<file path="config.mk">
export PLATFORM = sky130hd
export DESIGN_NAME = evt_irq_router
export DESIGN_NICKNAME = d
export VERILOG_FILES = /design/src/rtl/evt_router_pkg.sv /design/src/rtl/evt_sig_decode.sv /design/src/rtl/evt_cfg_regs.sv /design/src/rtl/evt_line.sv /design/src/rtl/evt_irq_router.sv
export SDC_FILE = /design/constraint.sdc
export NUM_CORES = 1
export LEC_CHECK = 0
export BUFFER_PORTS_ARGS = -buffer_cell sky130_fd_sc_hd__buf_2
export CORE_MARGIN = 2
export CORE_UTILIZATION = 53
export CTS_BUF_LIST = sky130_fd_sc_hd__clkbuf_8
export DETAILED_ROUTE_END_ITERATION = 6
export PLACE_DENSITY = 0.83
export RECOVER_POWER = 25
export SETUP_SLACK_MARGIN = 0.15
export SYNTH_ARGS = -nofsm -noshare
export SYNTH_HDL_FRONTEND = slang
export SYNTH_HIERARCHICAL = 1
export SYNTH_SLANG_ARGS = --single-unit
</file>
<file path="constraint.sdc">
create_clock -name clk -period 2 [get_ports clk]
set_clock_uncertainty 0.2 [all_clocks]
set_input_delay 0.2 -clock clk [delete_from_list [all_inputs] [get_ports clk]]
set_output_delay 0.2 -clock clk [all_outputs]
set_load 0.01 [all_outputs]
</file>
<file path="src/rtl/evt_router_pkg.sv">
// Package: shared constants and the register select encoding for the
// event and interrupt router. Assumes a four-word register window.
package evt_router_pkg;
    localparam int MAX_LINES = 32;
    localparam int NUM_W     = 5;
    localparam int RDATA_W   = 32;

    typedef enum logic [1:0] {
        SEL_ENABLE = 2'd0,
        SEL_RAW    = 2'd1,
        SEL_IRQ    = 2'd2,
        SEL_CLEAR  = 2'd3
    } reg_sel_e;
endpackage

</file>
<file path="src/rtl/evt_sig_decode.sv">
// Module: turns a numbered signal into a one-hot line vector.
// Assumes NUM_LINES <= 32; numbers at or above NUM_LINES decode to no line.
module evt_sig_decode #(
    parameter int NUM_LINES = 24
) (
    input  logic                                sig_valid,
    input  logic [evt_router_pkg::NUM_W-1:0]    sig_num,
    output logic [NUM_LINES-1:0]                hit
);
    import evt_router_pkg::*;

    // One comparator per line; out-of-range numbers match nothing
    for (genvar i = 0; i < NUM_LINES; i++) begin : g_dec
        assign hit[i] = sig_valid && (sig_num == NUM_W'(i));
    end
endmodule

</file>
<file path="src/rtl/evt_cfg_regs.sv">
// Module: enable register, write-strobe decode and read mux.
// Assumes single-cycle writes and combinational reads; unused upper read bits are zero.
module evt_cfg_regs #(
    parameter int NUM_LINES = 24
) (
    input  logic                                 clk,
    input  logic                                 rst_n,
    input  logic                                 reg_wr,
    input  logic [1:0]                           reg_addr,
    input  logic [NUM_LINES-1:0]                 reg_wdata,
    input  logic [NUM_LINES-1:0]                 pend_q,
    input  logic [NUM_LINES-1:0]                 irq_q,
    output logic [NUM_LINES-1:0]                 en_q,
    output logic [NUM_LINES-1:0]                 drop_mask,
    output logic [evt_router_pkg::RDATA_W-1:0]   reg_rdata
);
    import evt_router_pkg::*;

    reg_sel_e sel;
    logic     wr_en, wr_clr;

    assign sel    = reg_sel_e'(reg_addr);
    assign wr_en  = reg_wr && (sel == SEL_ENABLE);
    assign wr_clr = reg_wr && (sel == SEL_CLEAR);

    // Hold the per-line enable bits
    always_ff @(posedge clk) begin
        if (!rst_n)
            en_q <= '0;
        else if (wr_en)
            en_q <= reg_wdata;
    end

    // Lines whose interrupt must fall: cleared bits or disabled bits
    always_comb begin
        drop_mask = '0;
        if (wr_clr)
            drop_mask = reg_wdata;
        else if (wr_en)
            drop_mask = ~reg_wdata;
    end

    // Select read data, zero-extended above the configured line count
    always_comb begin
        reg_rdata = '0;
        case (sel)
            SEL_ENABLE: reg_rdata[NUM_LINES-1:0] = en_q;
            SEL_RAW:    reg_rdata[NUM_LINES-1:0] = pend_q | irq_q;
            SEL_IRQ:    reg_rdata[NUM_LINES-1:0] = irq_q;
            default:    reg_rdata = '0;
        endcase
    end
endmodule

</file>
<file path="src/rtl/evt_line.sv">
// Module: state of one line: sticky interrupt, pending event flag, wake pulse.
// Assumes a channel starting a wait in the same cycle as a signal counts as waiting.
module evt_line (
    input  logic clk,
    input  logic rst_n,
    input  logic hit,
    input  logic en,
    input  logic drop,
    input  logic waiting,
    input  logic arm,
    output logic irq_q,
    output logic pend_q,
    output logic wake_q
);
    logic hit_irq, hit_evt, any_wait;

    assign hit_irq  = hit && en;
    assign hit_evt  = hit && !en;
    assign any_wait = waiting || arm;

    // Sticky interrupt; a drop request outranks a new signal
    always_ff @(posedge clk) begin
        if (!rst_n)
            irq_q <= 1'b0;
        else if (drop)
            irq_q <= 1'b0;
        else if (hit_irq)
            irq_q <= 1'b1;
    end

    // Pending flag: latched only when nobody waits, consumed by a new wait
    always_ff @(posedge clk) begin
        if (!rst_n)
            pend_q <= 1'b0;
        else if (hit_evt)
            pend_q <= !any_wait;
        else if (arm)
            pend_q <= 1'b0;
    end

    // Wake pulse for a signal with waiters or a wait meeting a pending flag
    always_ff @(posedge clk) begin
        if (!rst_n)
            wake_q <= 1'b0;
        else
            wake_q <= (hit_evt && any_wait) || (arm && pend_q);
    end
endmodule

</file>
<file path="src/rtl/evt_irq_router.sv">
// Module: top of the event and interrupt router.
// Assumes NUM_LINES between 1 and 32 and at most one signal per cycle.
module evt_irq_router #(
    parameter int NUM_LINES = 24
) (
    input  logic                    clk,
    input  logic                    rst_n,
    input  logic                    sig_valid,
    input  logic [4:0]              sig_num,
    input  logic [NUM_LINES-1:0]    chan_waiting,
    input  logic [NUM_LINES-1:0]    wait_arm,
    input  logic                    reg_wr,
    input  logic [1:0]              reg_addr,
    input  logic [NUM_LINES-1:0]    reg_wdata,
    output logic [31:0]             reg_rdata,
    output logic [NUM_LINES-1:0]    irq_o,
    output logic [NUM_LINES-1:0]    wake_o
);
    logic [NUM_LINES-1:0] hit, en_q, drop_mask, pend_q;

    evt_sig_decode #(.NUM_LINES(NUM_LINES)) u_dec (
        .sig_valid (sig_valid),
        .sig_num   (sig_num),
        .hit       (hit)
    );

    evt_cfg_regs #(.NUM_LINES(NUM_LINES)) u_regs (
        .clk       (clk),
        .rst_n     (rst_n),
        .reg_wr    (reg_wr),
        .reg_addr  (reg_addr),
        .reg_wdata (reg_wdata),
        .pend_q    (pend_q),
        .irq_q     (irq_o),
        .en_q      (en_q),
        .drop_mask (drop_mask),
        .reg_rdata (reg_rdata)
    );

    // One state slice per line
    for (genvar i = 0; i < NUM_LINES; i++) begin : g_line
        evt_line u_line (
            .clk     (clk),
            .rst_n   (rst_n),
            .hit     (hit[i]),
            .en      (en_q[i]),
            .drop    (drop_mask[i]),
            .waiting (chan_waiting[i]),
            .arm     (wait_arm[i]),
            .irq_q   (irq_o[i]),
            .pend_q  (pend_q[i]),
            .wake_q  (wake_o[i])
        );
    end
endmodule

</file>
* After elaboration in Yosys (flattened, before gate mapping)
Index checks and enable logic that the tools add are counted.
Word-level totals: input bits 83, latch bits 0, logic and storage cells 421, register bits after elaboration 96, output and inout port bits 80, memory bits (read-only) 0, bits in writable memories 0, memories 0
Cells by class: $mul 0, div/mod/pow operators 0, equality and inequality tests 26, shift operators 0, multiplexer cells 51, bitwise gates (word level) 3, $lt $le $gt $ge 0, add/subtract/negate cells 0, reduce and logical (&&, ||, !) cells 268
Operators with widths (count):
- $logic_and A1 B1 Y1 | 122
- $pmux W24 S3 | 1
- $logic_not A1 Y1 | 48
- $logic_or A1 B1 Y1 | 48
- $mux W1 | 48
- $mux W24 | 2
- $reduce_bool A2 Y1 | 24
- $reduce_or A2 Y1 | 24
- $eq A5 B4 Y1 const B | 8
- $eq A5 B5 Y1 const B | 8
- $not A24 Y24 | 1
- $or A24 B24 Y24 | 1
- $eq A5 B3 Y1 const B | 4
- $eq A5 B2 Y1 const B | 2
- $eq A5 B1 Y1 const B | 1
- $logic_not A5 Y1 | 1
- $eq A2 B2 Y1 const B | 2
- $eq A2 B1 Y1 const B | 1
- $logic_not A2 Y1 | 1
- $not A1 Y1 | 1

* Longest topological paths before layout
Gate-level depths: netlist (run 1).
depth in word-level cells 5, depth in mapped cells 7, mapped depth without buffers 5

* Cells and area by module
Netlist (run 1), hierarchy kept.
By module, submodules not included:
- evt_line | instances 24, area an instance 122.6 um^2, cells each 12
- evt_cfg_regs | instances 1, area an instance 1874.3 um^2, cells each 285
- evt_sig_decode | instances 1, area an instance 177.7 um^2, cells each 35

* Worst setup path before layout (run 1)
No wires, ideal clock.
path kind input port to flip-flop, start point input sig_num[4], end point register g_line[1].u_line.pend_q, setup time 0.103 ns, stages on the path 5, slack 0.262 ns, arrival 1.434 ns, path through or4b_1 > nor2_1 > nor2b_4 > nor2_2 > a2111oi_2
Between the ends: word-level cells in the longest chain between the ends 4, elaborated cells between the ends (all ways) 5, classes of those cells eq/ne (1); mux (1); reduce/logical (3)
RTL lines:
- start: declaration | RTL line evt_irq_router.sv:9 | input logic [4:0] sig_num,
- $eq A5 B1 Y1 (*) | RTL line evt_sig_decode.sv:14 | assign hit[i] = sig_valid && (sig_num == NUM_W'(i));
- $logic_and A1 B1 Y1 (*) | RTL line evt_sig_decode.sv:14
- net hit[1] | RTL line evt_irq_router.sv:19 | logic [NUM_LINES-1:0] hit, en_q, drop_mask, pend_q;
- $logic_and A1 B1 Y1 (*) | RTL line evt_line.sv:18 | assign hit_evt = hit && !en;
- $mux W1 / $reduce_bool A2 Y1 (equally long branches)
- end signal: assignment | RTL line evt_line.sv:36 | pend_q <= !any_wait;
- end: declaration | RTL line evt_line.sv:12 | output logic pend_q,
The timed path passes the listed nets; every way through them passes the cells marked *. A chain may end at the register's enable or synchronous reset.

* Final worst setup path (run 1)
start point input reg_addr[1], end point register u_regs.en_q[9]
Between the ends: word-level cells in the longest chain between the ends 2
RTL lines:
- start: declaration | RTL line evt_irq_router.sv:13 | input logic [1:0] reg_addr,
- $logic_not A2 Y1 | RTL line evt_cfg_regs.sv:23 | assign wr_en = reg_wr && (sel == SEL_ENABLE);
- $logic_and A1 B1 Y1 | RTL line evt_cfg_regs.sv:23
- end signal: assignment | RTL line evt_cfg_regs.sv:31 | en_q <= reg_wdata;
- end: declaration | RTL line evt_cfg_regs.sv:13 | output logic [NUM_LINES-1:0] en_q,
No other way between the ends.

==> run_results.csv, run 1 <==
group,metric,value,unit
run_status,status,"complete, no violations",
critical_path,path_common_cell,"clkbuf_1",
floorplan,initial_core_util,54.31,%
drt,drtPass1Iterations,7,
floorplan,design.portCount,163,
cts,clk_pin_slew_worst_paths,0.10,ns
critical_path,startpoint,"reg_addr[1]",
drt,viasPerCell,5.851,
power,power.leakage,2.627,nW
cts,cts-htree-levels,3,
critical_path,critPathSlowestCell,"clkbuf_1",
place,dp.final_hpwl,10140,um
finish,final_common_cell,"buf_2",
synth,netlist_area,4995,sq um
timing,finalSetupViolations,0,
drt,drcViolationCount,0,
finish,diodes,0,
synth,synthCells,608,
synth,synth-xor-area-share,0,%
critical_path,end_kind,"register",
drt,drt-total-wl,16440,um
power,finalPower,4.113,mW
grt,grt_overflow,0,
finish,n_fill_cell,709,
finish,design_area,6774,sq um
synth,synth_compound_area_share,26.83,%
drt,drtAntennaViolNets,0,
timing,drv_slew,0,
power,ir_worst_vdd,0.0003906,V
synth,synth_cell_types,30,
finish,synthToLayoutAreaGrowth,35.62,%
floorplan,die_area,10220,sq um
cts,cts_buffers,9,
place,dp_worst_setup_slack,-0.1108,ns
critical_path,regToRegStartpoint,"u_regs/en_q[10]$_SDFFE_PN0P_",
critical_path,critPathMaxStageDelay,0.68,ns
cts,cts_buffer_depth,2,
floorplan,core_region_area,9196,sq um
synth,synth_area_per_cell,8.215,sq um
cts,clock_sinks,96,
place,gp_congestion,0.8225,
grt,antenna_found_initial,0,
grt,grt_max_degree,73,
timing,relSlewSlack,43.44,%
finish,drive_above_1_share,29.00,%
cts,cts-root-buf,"clkbuf_8",
finish,most-common-layout-cells,"buf_2, a21oi_1, dfxtp_1",
floorplan,rows,35,
cts,worst_skew_pair.late_latency,0.36,ns
drt,num_vias,5553,
synth,yosys-mux-area-fraction,0,%
grt,grt_pass1_vias,5577,
timing,hold_viol,0,
timing,fin_crit_sh,88.96,%
critical_path,crit_required,2.08,ns
grt,grt_pass1_wl,25630,um
cts,post_cts_buffers,0,
timing,fmax,562.1,MHz
synth,yosys.area_share.adder,0,%
critical_path,r2r-end,"g_line[10].u_line/pend_q$_SDFFE_PN0P_",
run,max-cap-violations,0,
timing,fin_setup_tns,0,ns
synth,synth_simple_gate_area_share,27.73,%
place,dpl_cell_area,5864,sq um
drt,drt-initial-drc-count,306,
cts,cts_tree,"done",
worst_hold_path,hold_class,"input pin to register",
synth,synth_top_family_by_area,"simple AND/OR/NAND/NOR gates",
critical_path,crit_chain,"clkbuf_1 -> clkbuf_2 -> nor3b_1 -> clkbuf_1 -> nand3_1 -> o21ai_0",
floorplan,die_w,101.1,um
grt,track_usage,31.83,%
timing,worstMarginPinSlew,0.8483,ns
critical_path,crit_end,"u_regs/en_q[9]$_SDFFE_PN0P_",
critical_path,start_kind,"input pin",
critical_path,crit_type,"input pin to register",
power,power.density,607.1,nW/um^2
timing,rsz0062_at_grt,"false",
finish,register_area,1922,sq um
floorplan,die_h,101.1,um
critical_path,arrival,1.85,ns
critical_path,cp_max_fo,20,
critical_path,ff2ff_setup_slack,0.65,ns
timing,period_needed,1.779,ns
timing,setup_slack,0.2208,ns
finish,multiInputGateArea,2750,sq um
synth,yosys_warnings,6,
synth,synth-seq-cells,96,
finish,nets,917,
critical_path,worstRegToRegCells,3,
synth,ys_seq_area_share,38.48,%
place,port_buffers,154,
drt,wl_per_cell,17.32,um
[worst max-delay path, delay by kind of cell]
family	cells	cell delay [ns]
buf+inv	3	1.03
compound gates	1	0.14
simple gates	2	0.49
[per-layer routing]
layer | vias to the layer above | global-route usage [%] | wire length (um) | share of wire (%)
met2 | 308 | 55.53 | 8254 | 50
met5 | - | 0 | 0 | 0
met1 | 2579 | 35.76 | 6222 | 38
li1 | 2601 | - | - | -
met3 | 65 | 6.241 | 1230 | 7.5
met4 | 0 | 18.81 | 727 | 4.4
[synth_stat cells, drive strengths merged]
cell type  number  area (sq um)
or2             2         12.52
nor2b          48         480.5
inv            25         93.84
nand2b          3         18.77
and2            1         6.260
dfxtp          96          1922
a2111oi        24         360.4
nand3          24         120.1
nand4bb         3         33.78
a21oi          96         480.5
nor2           49         244.0
o22ai          23         143.9
clkbuf         13         51.30
buf            27         198.9
nor3b           1         12.51
or4b            1         10.01
nand4b          2         17.52
conb            1         3.750
o21ai          71         355.3
nor3           49         245.2
nand2          49         183.9
[metrics by stage]
| stage | util [%] | instances | hold slack [ns] |
|---|---|---|---|
| after detailed placement | 63.77 | 862 | 0.1975 |
| after CTS | 74.15 | 949 | 0.1457 |
| after global placement | 63.77 | 862 | 0.1899 |
| final | 73.66 | 949 | 0.1560 |
| after global routing | 73.66 | 949 | 0.1827 |
| after floorplan | - | 615 | 0.06886 |
[registers in the layout, summed over array words and instances, names as in the netlist]
name and cells:
g_line.u_line/irq_q 24, g_line.u_line/wake_q 24, u_regs/en_q 24, g_line.u_line/pend_q 24
[cell type report]
cell class                 count  share of cell area [%]
sequential                    96                   28.37
clock buffer                   9                   1.829
timing repair buffer         248                   24.14
inverter                      25                   1.385
clock inverter                 6                   1.625
multi-input combinational    454                   40.60
tap                          111                   2.050
[repair_timing]
| action | 4_1_cts | 5_1_grt |
|---|---|---|
| hold endpoints to repair | 72 | 0 |
| hold buffers | 72 | 0 |
| gates resized for setup | 0 | 0 |
[how the worst min path moves through the flow]
stage          slack, ns                                    to   startpoint  cells past startpoint
6_report            0.16          u_regs/en_q[14]$_SDFFE_PN0P_        rst_n                      4
5_1_grt             0.18          u_regs/en_q[20]$_SDFFE_PN0P_        rst_n                      4
4_1_cts             0.15          u_regs/en_q[20]$_SDFFE_PN0P_        rst_n                      4
3_5_place_dp        0.20  g_line[2].u_line/pend_q$_SDFFE_PN0P_  wait_arm[2]                      2
3_3_place_gp        0.19  g_line[3].u_line/pend_q$_SDFFE_PN0P_  wait_arm[3]                      2
2_1_floorplan       0.07  g_line[0].u_line/pend_q$_SDFFE_PN0P_  wait_arm[0]                      1
[report_power, final]
| part | total [mW] | internal (mW) | switching (mW) |
|---|---|---|---|
| registers | 1.96 | 1.93 | 0.0292 |
| logic | 0.632 | 0.281 | 0.351 |
| clock network | 1.52 | 0.822 | 0.697 |
[cells by family after synthesis]
| logic type | Yosys count |
|---|---|
| AO/OA/AOI/OAI | 214 |
| buffers and inverters | 65 |
| other | 1 |
| flip-flops | 96 |
| AND/OR/NAND/NOR | 232 |
No activity file was read; power rests on OpenSTA's default activity.
==> run 2: changes to the inputs <==
--- a/config.mk
+++ b/config.mk
@@ -6,12 +6,14 @@
 export NUM_CORES = 1
 export LEC_CHECK = 0
 export BUFFER_PORTS_ARGS = -buffer_cell sky130_fd_sc_hd__buf_2
+export CORE_ASPECT_RATIO = 1.75
 export CORE_MARGIN = 2
 export CORE_UTILIZATION = 53
 export CTS_BUF_LIST = sky130_fd_sc_hd__clkbuf_8
 export DETAILED_ROUTE_END_ITERATION = 6
 export PLACE_DENSITY = 0.83
 export RECOVER_POWER = 25
+export REMOVE_ABC_BUFFERS = 1
 export SETUP_SLACK_MARGIN = 0.15
 export SYNTH_ARGS = -nofsm -noshare
 export SYNTH_HDL_FRONTEND = slang
==> run 2 against run 1 <==
Cell count rose by 0.53%. Sequential share of layout area decreased by 0.068 points. Largest cell class unchanged. Core utilization up 1.0 points. Combinational power increased by 2%.
==> run_results.csv, run 2 (synthesized netlist as in run 1, its figures left out) <==
group,metric,value,unit
drt,drt-initial-drc-count,497,
critical_path,cp.depth,6,
critical_path,end_kind,"output pin",
drt,num_vias,5556,
critical_path,critPathSlowestCell,"inv_2",
grt,grt_max_degree,73,
cts,cts_buffers,9,
critical_path,cp_max_fo,15,
power,switching_share,26.76,%
power,p_clk_share,35.4,%
finish,post-route-util,74.67,%
grt,grt.busiest_layer,"met2",
finish,n_fill_cell,702,
power,power_switching,1.080,mW
power,pwr-share-seq,48.6,%
power,power.density,594.1,nW/um^2
floorplan,rows,46,
power,ir_worst_vdd,0.0004683,V
place,dp_worst_setup_slack,-0.04305,ns
cts,clk_pin_slew_worst_paths,0.09,ns
worst_hold_path,hold_class,"input pin to register",
critical_path,start_kind,"input pin",
cts,clock_sinks,96,
drt,drt-total-wl,16690,um
critical_path,cp_num_buf_inv,4,
power,combPwrFrac,16.0,%
critical_path,cp_top_family,"buffers and inverters",
timing,fin_setup_tns,0,ns
critical_path,critPathMaxStageDelay,0.25,ns
timing,worstMarginPinSlew,0.6755,ns
timing,rsz0062_at_grt,"false",
cts,cts-htree-levels,3,
critical_path,crit_chain,"buf_2 -> inv_2 -> buf_4 -> o21ai_0 -> a21oi_1 -> buf_2",
run,max-cap-violations,0,
timing,hold_viol,0,
place,dpl_cell_area,5888,sq um
floorplan,die_h,132.4,um
drt,drcViolationCount,0,
floorplan,core_region_area,9094,sq um
timing,drv_slew,0,
finish,design_area,6790,sq um
finish,final_common_cell,"buf_2",
place,port_buffers,154,
grt,gr-usage-met2,58.89,%
timing,period_needed,1.747,ns
critical_path,path_common_cell,"buf_2",
finish,nets,912,
place,dp.final_hpwl,10510,um
power,power.leakage,2.617,nW
floorplan,die_w,77.39,um
grt,antenna_found_initial,0,
timing,setup_slack,0.2526,ns
drt,drtAntennaViolNets,0,
finish,drive_above_1_share,28.90,%
cts,hold_buffers,72,
cts,cts_tree,"done",
grt,grtUsageMet1,33.38,%
drt,viasPerCell,5.824,
finish,synthToLayoutAreaGrowth,35.95,%
critical_path,worstRegToRegCells,3,
floorplan,die_area,10250,sq um
place,gp_congestion,0.7994,
run_status,status,"complete, no violations",
cts,cts-root-buf,"clkbuf_8",
finish,most-common-layout-cells,"buf_2, a21oi_1, dfxtp_1",
grt,grt_pass1_wl,26840,um
grt,grt_pass1_vias,5803,
cts,ctsResizeCount,0,
critical_path,arrival,1.35,ns
power,power.internal,2.955,mW
timing,fin_crit_sh,87.37,%
timing,relSlewSlack,54.97,%
floorplan,design.portCount,163,
finish,diodes,0,
cts,post_cts_buffers,0,
critical_path,crit_required,1.60,ns
floorplan,initial_core_util,54.93,%
grt,grtUsageMet3,5.866,%
drt,drtPass1Iterations,5,
timing,finalSetupViolations,0,
cts,cts_buffer_depth,2,
drt,wl_per_cell,17.49,um
grt,track_usage,32.24,%
critical_path,crit_type,"input pin to output pin",
cts,worst_skew_pair.late_latency,0.37,ns
timing,fmax,572.3,MHz
worst_hold_path,holdPathStages,4,
grt,grt_overflow,0,
## run 2: cell count changes in the layout (fill, tap and decap cells not counted), sizes merged
cell and delta:
clkinvlp +1, clkbuf -2, bufinv -1, buf -2
## run 2: worst register-to-register path, delay by kind of cell, from the launching register on
kind / cells / cell delay, ns
flops: 1 / 0.37
simple gates: 2 / 0.22
compound gates: 1 / 0.34
## run 2: final timing paths
check | startpoint | end | slack (ns)
setup / recovery | reg_addr[1] | reg_rdata[15] | 0.25
hold / removal | rst_n | u_regs/en_q[8]$_SDFFE_PN0P_ | 0.15
setup reg to reg | u_regs/en_q[14]$_SDFFE_PN0P_ | g_line[14].u_line/pend_q$_SDFFE_PN0P_ | 0.77
hold reg to reg | g_line[12].u_line/pend_q$_SDFFE_PN0P_ | g_line[12].u_line/wake_q$_SDFF_PN0_ | 0.29
## run 2: through the flow
step | power [mW] | std cells | hold slack [ns]
after detailed placement | 2.518 | 866 | 0.1961
final | 4.034 | 954 | 0.1535
after global placement | 2.498 | 866 | 0.1890
after global routing | 4.167 | 954 | 0.1630
after floorplan | 2.209 | 575 | 0.06886
after CTS | 4.019 | 954 | 0.1303
## run 2: power groups by stage
stage               Combinational (mW)  Clock (mW)  Sequential, mW
global placement                 0.495           0            2.00
finish                           0.644        1.43            1.96
CTS                              0.625        1.43            1.96
floorplan                        0.207           0            2.00
global route                     0.688        1.51            1.96
detailed placement               0.513           0            2.00
## run 2: cell type report
type / count / area, sq um / share of cell area (%)
tap: 120 / 150.1 / 2.211
inverter: 25 / 93.84 / 1.382
timing repair buffer: 243 / 1653 / 24.34
clock inverter: 6 / 83.83 / 1.235
clock buffer: 10 / 137.6 / 2.027
multi-input combinational: 454 / 2750 / 40.50
sequential: 96 / 1922 / 28.30
## run 2: per-layer routing
metal / up-vias / share of wire (%)
met2: 301 / 53
met3: 73 / 6.1
met1: 2586 / 36
met4: 0 / 5.1
met5: - / 0
li1: 2596 / -
==> run 3: changes to the inputs <==
--- a/config.mk
+++ b/config.mk
@@ -17,5 +17,4 @@
 export SETUP_SLACK_MARGIN = 0.15
 export SYNTH_ARGS = -nofsm -noshare
 export SYNTH_HDL_FRONTEND = slang
-export SYNTH_HIERARCHICAL = 1
 export SYNTH_SLANG_ARGS = --single-unit
==> run 3 against run 2 <==
Sequential cell count is the same. Core utilization shrank 5.0 points. Clock power shrank 19%. Fmax grew 0.13%. Combinational power grew 4.0%. Area after synthesis grew 3.1%. Via count grew 5.3%. Register-to-register slack lost 0.38 ns. Routed wire length grew 5.9%. Cell area shrank 2.8%. Sequential power is essentially flat. Critical endpoint is now g_line[18].u_line.pend_q$_SDFFE_PN0P_. Largest cell class unchanged. Largest power group unchanged.
==> run_results.csv, run 3 <==
group,metric,value,unit
floorplan,die_area,10550,sq um
drt,wl_per_cell,19.15,um
cts,worst_skew_pair.late_latency,0.37,ns
timing,worstMarginPinSlew,0.8566,ns
critical_path,critPathSlowestCell,"or4_1",
synth,synthCells,625,
timing,finalSetupViolations,0,
cts,clock_sinks,96,
critical_path,critPathMaxStageDelay,0.54,ns
floorplan,rows,47,
drt,drt-initial-drc-count,550,
place,dp_worst_setup_slack,-0.06718,ns
synth,synth_area_leaders,"dfxtp_1, buf_4, a211oi_1",
drt,viasPerCell,6.339,
synth,synth_ff_type,"dfxtp_1",
critical_path,crit_chain,"clkbuf_1 -> clkbuf_1 -> nand4bb_1 -> clkbuf_1 -> or4_1 -> a211oi_1",
finish,synthToLayoutAreaGrowth,28.20,%
worst_hold_path,holdPathStages,3,
grt,antenna_found_initial,0,
synth,synth_top_area_share,37.34,%
finish,n_fill_cell,766,
timing,drv_slew,0,
timing,fmax,573.0,MHz
critical_path,ff2ff_setup_slack,0.39,ns
floorplan,die_h,134.4,um
critical_path,end_kind,"register",
critical_path,cp_max_fo,12,
finish,nets,880,
critical_path,r2r-end,"g_line[15].u_line.pend_q$_SDFFE_PN0P_",
worst_hold_path,hold_class,"input pin to register",
grt,grt_max_degree,39,
cts,clk_pin_slew_worst_paths,0.09,ns
grt,track_usage,33.15,%
synth,yosysMostFrequentCell,"dfxtp_1",
critical_path,arrival,1.83,ns
finish,most-common-layout-cells,"buf_2, dfxtp_1, dlygate4sd3_1",
critical_path,crit_required,2.08,ns
worst_hold_path,worstHoldEndpoint,"g_line[6].u_line.wake_q$_SDFF_PN0_",
synth,synth_commonest_cells,"dfxtp_1, buf_4, clkbuf_1, nand2_1, a21oi_1",
synth,async_reset_ff_share,0,%
floorplan,core_region_area,9468,sq um
grt,grt_pass1_vias,5965,
synth,netlist_area,5147,sq um
timing,period_needed,1.745,ns
timing,whs,0.03992,ns
drt,drtPass1Iterations,6,
floorplan,die_w,78.50,um
finish,final_common_cell,"buf_2",
synth,synth-edff-count,0,
drt,num_vias,5851,
cts,cts_buffer_depth,2,
synth,yosys_warnings,0,
floorplan,initial_core_util,54.37,%
drt,drtAntennaViolNets,0,
synth,synth_area_per_cell,8.236,sq um
cts,cts_tree,"done",
floorplan,design.portCount,163,
cts,ctsResizeCount,0,
timing,fin_crit_sh,87.25,%
critical_path,crit_type,"input pin to register",
grt,grt_pass1_wl,27950,um
drt,drt-total-wl,17680,um
grt,grt_overflow,0,
critical_path,path_common_cell,"clkbuf_1",
power,power.density,573.5,nW/um^2
place,dpl_cell_area,5767,sq um
synth,ys_seq_area_share,37.34,%
synth,yosys.area.top_type,"dfxtp_1",
place,dp.final_hpwl,11780,um
place,gp_congestion,0.8926,
drt,drcViolationCount,0,
critical_path,start_kind,"input pin",
synth,synth_cell_types,35,
critical_path,regToRegStartpoint,"u_regs.en_q[15]$_SDFFE_PN0N_",
run_status,status,"complete, no violations",
cts,cts-htree-levels,3,
place,port_buffers,154,
timing,rsz0062_at_grt,"false",
timing,relSlewSlack,42.89,%
finish,diodes,0,
run,max-cap-violations,0,
cts,cts_buffers,9,
critical_path,worstRegToRegCells,2,
finish,drive_above_1_share,24.47,%
cts,cts-root-buf,"clkbuf_8",
finish,design_area,6599,sq um
power,power.leakage,2.475,nW
timing,setup_slack,0.2549,ns
worst_hold_path,min-delay-start,"rst_n",
timing,hold_viol,0,
synth,synth-seq-cells,96,
power,ir_worst_vdd,0.0004029,V
## run 3: cell types whose count changed after synthesis, moves of 23 or more
cell and change:
a21oi_1 -48, a211oi_1 +43, nor2_2 -24, a31oi_1 +24, o221a_2 +24, clkbuf_1 +42, nor3_1 -44, buf_4 +45
a2111oi_2 -24, nor2b_4 -24, o22ai_1 -23
## run 3: power by group
group / internal, mW / switching, mW / total [mW]
sequential: 1.93 / 0.0257 / 1.96
combinational: 0.292 / 0.377 / 0.670
clock: 0.498 / 0.661 / 1.16
total: 2.72 / 1.06 / 3.78
## run 3: area by class of cell
| class | count | area (sq um) | share of cell area, % |
|---|---|---|---|
| Multi-Input combinational cell | 400 | 2535 | 38.41 |
| Sequential cell | 96 | 1922 | 29.12 |
| Timing Repair Buffer | 265 | 1729 | 26.20 |
| Tap cell | 122 | 152.6 | 2.313 |
| Clock buffer | 11 | 151.4 | 2.294 |
| Inverter | 25 | 93.84 | 1.422 |
| Clock inverter | 4 | 15.01 | 0.2275 |
## run 3: cell families after synthesis
group           Yosys count  share of synthesized area (%)
compound gates          235                          31.96
simple gates            157                          16.60
other cells               1                        0.07285
buf+inv                 136                          14.03
flops                    96                          37.34
## run 3: through the flow
stage | total power, mW | utilization [%] | instances | setup TNS (ns)
6_report | 3.784 | 69.70 | 923 | 0
5_1_grt | 3.891 | 69.70 | 923 | 0
4_1_cts | 3.756 | 70.28 | 923 | 0
3_5_place_dp | 2.542 | 60.91 | 836 | -0.1703
3_3_place_gp | 2.525 | 60.91 | 836 | 0
2_1_floorplan | 2.205 | - | 521 | -1.795
## run 3: repair_timing
item | CTS | global route
buffers inserted | 0 | 0
endpoints found under the hold margin | 87 | 0
hold buffers | 72 | 0
## run 3: worst max-delay path by stage
stage,start,end,cells past startpoint
6_report,sig_num[1],g_line[18].u_line.pend_q$_SDFFE_PN0P_,6
5_1_grt,sig_num[1],g_line[22].u_line.pend_q$_SDFFE_PN0P_,6
4_1_cts,reg_addr[1],reg_rdata[21],5
3_5_place_dp,sig_num[1],g_line[16].u_line.pend_q$_SDFFE_PN0P_,5
3_3_place_gp,sig_num[1],g_line[4].u_line.pend_q$_SDFFE_PN0P_,5
2_1_floorplan,reg_addr[1],u_regs.en_q[0]$_SDFFE_PN0N_,3
## run 3: metal layers
layer	routed length (um)	GRT usage, %	part of all wire, %	up-vias
li1	-	-	-	2640
met1	6316	34.77	36	2709
met4	1064	23.29	6.0	0
met2	8912	58.86	50	402
met5	0	0	0	-
met3	1382	5.720	7.8	100
## run 3: worst max-delay path, delay by kind of cell
kind                   cells  cell delay [ns]
buffers and inverters      3             0.69
and+or+nand+nor            2             0.70
AOI/OAI and AO/OA          1             0.22
